==> src/rtl/fracscale_pkg.sv <==
package fracscale_pkg;

    typedef enum logic [1:0] {
        FS_IDLE   = 2'd0,
        FS_BITS   = 2'd1,
        FS_EXTEND = 2'd2
    } fs_state_e;

    // Number of result streams and the bits each one drops from its multiple
    localparam int N_OUT   = 4;
    localparam int MAX_SH  = 4;
    localparam int OUT_LAT = MAX_SH + 1;

    // 0: 3/8   1: 7/8   2: 11/16   3: 7/16
    function automatic int out_shift(input int k);
        case (k)
            0, 1:    return 3;
            default: return 4;
        endcase
    endfunction

endpackage

==> src/rtl/frac_frame_fsm.sv <==
module frac_frame_fsm
    import fracscale_pkg::*;
#(
    parameter int W = 12
) (
    input  logic                       clk,
    input  logic                       rst_n,
    input  logic                       sof,
    input  logic                       din,
    output logic                       xe,
    output logic                       first,
    output logic [$clog2(W+1)-1:0]     pos
);
    localparam int IW = $clog2(W + 1);

    fs_state_e       state_q, state_d;
    logic [IW-1:0]   pos_q, pos_d;
    logic            sign_q;
    logic            cap;

    // state register
    always_ff @(posedge clk) begin
        if (!rst_n) begin
            state_q <= FS_IDLE;
            pos_q   <= IW'(W);
            sign_q  <= 1'b0;
        end else begin
            state_q <= state_d;
            pos_q   <= pos_d;
            if (cap) sign_q <= din;
        end
    end

    // next state
    always_comb begin
        state_d = state_q;
        pos_d   = pos_q;
        cap     = 1'b0;
        if (sof) begin
            state_d = FS_BITS;
            pos_d   = IW'(1);
        end else begin
            unique case (state_q)
                FS_IDLE:   ;
                FS_BITS: begin
                    if (pos_q == IW'(W - 1)) begin
                        cap     = 1'b1;
                        state_d = FS_EXTEND;
                        pos_d   = IW'(W);
                    end else begin
                        pos_d = pos_q + IW'(1);
                    end
                end
                FS_EXTEND: ;
                default:   state_d = FS_IDLE;
            endcase
        end
    end

    // outputs: extended operand bit, frame start, bit index
    always_comb begin
        first = sof;
        pos   = sof ? '0 : pos_q;
        xe    = 1'b0;
        if (sof) begin
            xe = din;
        end else begin
            unique case (state_q)
                FS_IDLE:   xe = 1'b0;
                FS_BITS:   xe = din;
                FS_EXTEND: xe = sign_q;
                default:   xe = 1'b0;
            endcase
        end
    end

endmodule

==> src/rtl/frac_serial_add.sv <==
module frac_serial_add #(
    parameter bit SUB = 1'b0
) (
    input  logic clk,
    input  logic rst_n,
    input  logic first,
    input  logic a,
    input  logic b,
    output logic s
);
    localparam logic CINIT = SUB;

    logic c_q, cin, b_eff, cout;

    always_comb begin
        b_eff = b ^ SUB;
        cin   = first ? CINIT : c_q;
        s     = a ^ b_eff ^ cin;
        cout  = (a & b_eff) | (a & cin) | (b_eff & cin);
    end

    always_ff @(posedge clk) begin
        if (!rst_n) c_q <= CINIT;
        else        c_q <= cout;
    end

endmodule

==> src/rtl/frac_delay_line.sv <==
module frac_delay_line #(
    parameter int DEPTH = 1
) (
    input  logic clk,
    input  logic rst_n,
    input  logic d,
    output logic q
);
    generate
        if (DEPTH == 1) begin : g_one
            logic r;
            always_ff @(posedge clk) begin
                if (!rst_n) r <= 1'b0;
                else        r <= d;
            end
            assign q = r;
        end else begin : g_chain
            logic [DEPTH-1:0] r;
            always_ff @(posedge clk) begin
                if (!rst_n) r <= '0;
                else        r <= {r[DEPTH-2:0], d};
            end
            assign q = r[DEPTH-1];
        end
    endgenerate

endmodule

==> src/rtl/frac_scaler.sv <==
module frac_scaler
    import fracscale_pkg::*;
#(
    parameter int W = 12
) (
    input  logic clk,
    input  logic rst_n,
    input  logic sof_i,
    input  logic din_i,
    output logic frame_o,
    output logic y38_o,
    output logic y78_o,
    output logic y1116_o,
    output logic y716_o
);
    localparam int IW = $clog2(W + 1);

    logic          xe, first;
    logic [IW-1:0] pos;
    logic          d1, d3;
    logic          t1, t3;
    logic          z3, z7, z11;
    logic [N_OUT-1:0] z_all, y_all;

    frac_frame_fsm #(.W(W)) u_fsm (
        .clk(clk), .rst_n(rst_n), .sof(sof_i), .din(din_i),
        .xe(xe), .first(first), .pos(pos)
    );

    // x shifted up by one and by three bit periods
    frac_delay_line #(.DEPTH(1)) u_dly1 (.clk(clk), .rst_n(rst_n), .d(xe), .q(d1));
    frac_delay_line #(.DEPTH(2)) u_dly3 (.clk(clk), .rst_n(rst_n), .d(d1), .q(d3));

    // shifted terms are zero below their shift within a word
    assign t1 = (pos >= IW'(1)) & d1;
    assign t3 = (pos >= IW'(3)) & d3;

    // 3x = x + 2x
    frac_serial_add #(.SUB(1'b0)) u_add3 (
        .clk(clk), .rst_n(rst_n), .first(first), .a(xe), .b(t1), .s(z3)
    );
    // 7x = 8x - x
    frac_serial_add #(.SUB(1'b1)) u_sub7 (
        .clk(clk), .rst_n(rst_n), .first(first), .a(t3), .b(xe), .s(z7)
    );
    // 11x = 8x + 3x
    frac_serial_add #(.SUB(1'b0)) u_add11 (
        .clk(clk), .rst_n(rst_n), .first(first), .a(t3), .b(z3), .s(z11)
    );

    assign z_all = {z7, z11, z7, z3};

    // equalise every stream to OUT_LAT
    for (genvar g = 0; g < N_OUT; g++) begin : g_align
        localparam int DLY = OUT_LAT - out_shift(g);
        frac_delay_line #(.DEPTH(DLY)) u_eq (
            .clk(clk), .rst_n(rst_n), .d(z_all[g]), .q(y_all[g])
        );
    end

    frac_delay_line #(.DEPTH(OUT_LAT)) u_frame (
        .clk(clk), .rst_n(rst_n), .d(sof_i), .q(frame_o)
    );

    assign y38_o   = y_all[0];
    assign y78_o   = y_all[1];
    assign y1116_o = y_all[2];
    assign y716_o  = y_all[3];

endmodule

==> config.mk <==
export PLATFORM = sky130hd
export DESIGN_NAME = frac_scaler
export DESIGN_NICKNAME = d
export VERILOG_FILES = /design/src/rtl/fracscale_pkg.sv /design/src/rtl/frac_frame_fsm.sv /design/src/rtl/frac_serial_add.sv /design/src/rtl/frac_delay_line.sv /design/src/rtl/frac_scaler.sv
export SDC_FILE = /design/constraint.sdc
export NUM_CORES = 1
export LEC_CHECK = 0
export BUFFER_PORTS_ARGS = -buffer_cell sky130_fd_sc_hd__buf_4
export CAP_MARGIN = 20
export CORE_MARGIN = 1.5
export CORE_UTILIZATION = 50
export CTS_BUF_LIST = sky130_fd_sc_hd__clkbuf_16
export DETAILED_ROUTE_END_ITERATION = 8
export PLACE_DENSITY = 0.8
export SLEW_MARGIN = 25
export SYNTH_ARGS = -nofsm -noshare
export SYNTH_HDL_FRONTEND = slang
export SYNTH_HIERARCHICAL = 1
export SYNTH_SLANG_ARGS = --single-unit
==> constraint.sdc <==
create_clock -name clk -period 3.49 [get_ports clk]
set_input_delay 0.1745 -clock clk [delete_from_list [all_inputs] [get_ports clk]]
set_output_delay 0.1745 -clock clk [all_outputs]
set_load 0.02 [all_outputs]
==> metrics.cfg <==
[final_layout]
fill_cells = 168
drive_above_1_share = 0.150
antennaDiodeCount = 0
syn_to_final_growth_pct = 14.9
final_nets = 119

[yosys]
synthSimpleGateAreaFrac = 0.273
yosysTopAreaCell = dfxtp_1
synth_top_cells_by_count = dfxtp_1, and2_1, inv_1
yosysMostFrequentCell = dfxtp_1
synth_warnings = 6
synth_top_area_share = 0.469
netlist_area_um2 = 1020
synth-compound-area-share = 0.0575
synth_ff_type = dfxtp_1
synth_area_leaders = dfxtp_1, and2_1, fa_1
synthXorXnorAreaFrac = 0.0171
synth_enable_flop_cells = 0
synth_top_family_by_area = simple AND/OR/NAND/NOR gates
async_reset_ff_frac = 0
syn-num-nets = 109
synth_cell_types = 29
syn_avg_cell_area_um2 = 10.4
synthAdderAreaFrac = 0.108
synth.area.mux_share = 0.0196
syn_inst = 98
ys_seq_area_frac = 0.469
synth-seq-cells = 24

[route]
viasPerCell = 4.76
drc_errors = 0
ant_nets = 0
dr.pass1.iters = 4
wl_um = 1480
routedWlPerCell_um = 11.0
dr_total_vias = 638
drtIter0Drc = 7

[setup_path]
r2r_slack_ps = 1020
cpMostUsedCell = inv_1
start_kind = flop
worstSetupPathType = reg -> reg
critPathTopFamily = adder cells
cp.buffers_inverters = 5
worstPathMaxFanout = 9
critPathMaxStageDelay_ps = 500
cp.arrival_ps = 2620
end_kind = flop
critPathRequiredTime_ps = 3640
cp_slowest_cell = fa_1
crit_chain = inv_1 > ha_1 > a21oi_1 > o21ai_1 > inv_1 > fa_1 > inv_1 > inv_1 > fa_1 > inv_1 > and2_1

[sta]
final_hold_viol_count = 0
fin_crit_sh = 0.708
fmax_mhz = 404
max_slew_margin = 0.807
clock_skew_ps = 1.99
worst_slack_ps = 1020
worst_pin_slew_ps = 290
final.setup.tns_ps = 0
fin_crit_ps = 2470
rsz0062_at_grt = no
final_max_slew_viol_count = 0
setup_violations = 0

[pwr]
power_mw = 0.579
p_per_area_nw_per_um2 = 492
total_leakage_power_nw = 0.483
vdd.ir_drop.worst_mv = 0.526

[placed_design]
port_buffers = 8
gp_congestion = 0.682
dp_hpwl_um = 1040
detailedPlace.worstSlack_ps = 1020

[clocking]
cts_buffer_depth = 2
postCtsHoldBufs = 0
path_clk_slew_ps = 60
cts_resized = 0
root_buffer = clkbuf_16
tritoncts = yes
cts_buffers = 3
clkLatencyLatePin_ps = 250
cts_htree_levels = 1
numClockSinks = 24
postCtsSetupRepairBufs = 0

[floorplanning]
dieArea_um2 = 2330
core_area_um2 = 1940
die_w_um = 48.2
start_util = 0.527
die_y_um = 48.2
fp-row-count = 16
boundaryPins = 9

[flow_run]
cap_violations = 0

[global_route]
antenna_found_initial = 0
track_usage = 0.148
gr-total-overflow = 0
grt_first_pass_wirelength_um = 2330
grt_max_degree = 25
grt_pass1_vias = 573

[status]
outcome = finished clean

[hold_path]
hold_class = in -> reg

area by class of cell:
| type | instances | area (um^2) | share of cell area |
|---|---|---|---|
| Inverter | 10 | 37.5 | 0.0319 |
| Tap cell | 27 | 33.8 | 0.0287 |
| Clock buffer | 3 | 75.1 | 0.0638 |
| Sequential cell | 24 | 480 | 0.409 |
| Multi-Input combinational cell | 61 | 485 | 0.413 |
| Timing Repair Buffer | 8 | 60.1 | 0.0511 |
| Clock inverter | 1 | 3.75 | 0.00319 |
per-stage QoR:
step / instance area (um^2) / utilization / instances / hold WS [ps]
floorplan: 1020 / - / 98 / 248
global placement: 1100 / 0.565 / 130 / 417
detailed placement: 1100 / 0.565 / 130 / 424
CTS: 1180 / 0.606 / 134 / 188
global route: 1180 / 0.606 / 134 / 200
finish: 1180 / 0.606 / 134 / 190
worst paths after layout:
path	from	end	cells past startpoint
hold / removal	din_i	u_fsm/sign_q	3
setup reg to reg	u_fsm/state_q[1]	g_align[2].u_eq/q	11
setup / recovery	u_fsm/state_q[1]	g_align[2].u_eq/q	11
hold reg to reg	u_dly3/g_chain.r[0]	u_dly3/g_chain.r[1]	1
power by group:
group / internal, mW / switching, mW / total [mW]
combinational: 0.0235 / 0.0251 / 0.0486
sequential: 0.286 / 0.00605 / 0.292
clock: 0.153 / 0.0856 / 0.238
kinds of logic after synthesis:
logic type,after synthesis
AO/OA/AOI/OAI,9
flip-flops,24
XOR/XNOR,2
buffers and inverters,13
adder cells (fa/ha/maj),7
AND/OR/NAND/NOR,41
multiplexers,2
worst min-delay path, cell delays in order:
cell,delay [ps]
buf_4,110
nand2_1,50
mux2i_1,60
sequential cells by signal, indices dropped and copies added, names as in the netlist, 2 cells and up:
name,cells
g_align.u_eq/q,2
g_align.u_eq/g_chain.r,4
u_fsm/state_q,2
u_frame/g_chain.r,5
u_dly3/g_chain.r,2
u_fsm/pos_q,4
placed cells by master (no fill, tap or decap), types with 2 or more instances in the layout:
cell type  instances
dfxtp_1           24
and2_1            14
inv_1             10
buf_4              8
nor2b_1            5
nand2b_1           4
ha_1               4
clkbuf_16          3
fa_1               3
o21ai_1            3
nand2_1            3
nor2b_4            2
a21oi_1            2
nor3b_2            2
mux2i_1            2
xor2_1             2
nor2_1             2
nor3_1             2
metal layers:
metal,share of wire,vias up,GRT usage,wire [um]
met2,0.51,8,0.266,755
met4,0.0047,0,0.0162,7
met1,0.44,296,0.164,657
met3,0.038,2,0.0667,56
li1,-,332,-,-
met5,0,-,0,0
No activity file was read; power rests on OpenSTA's default activity.
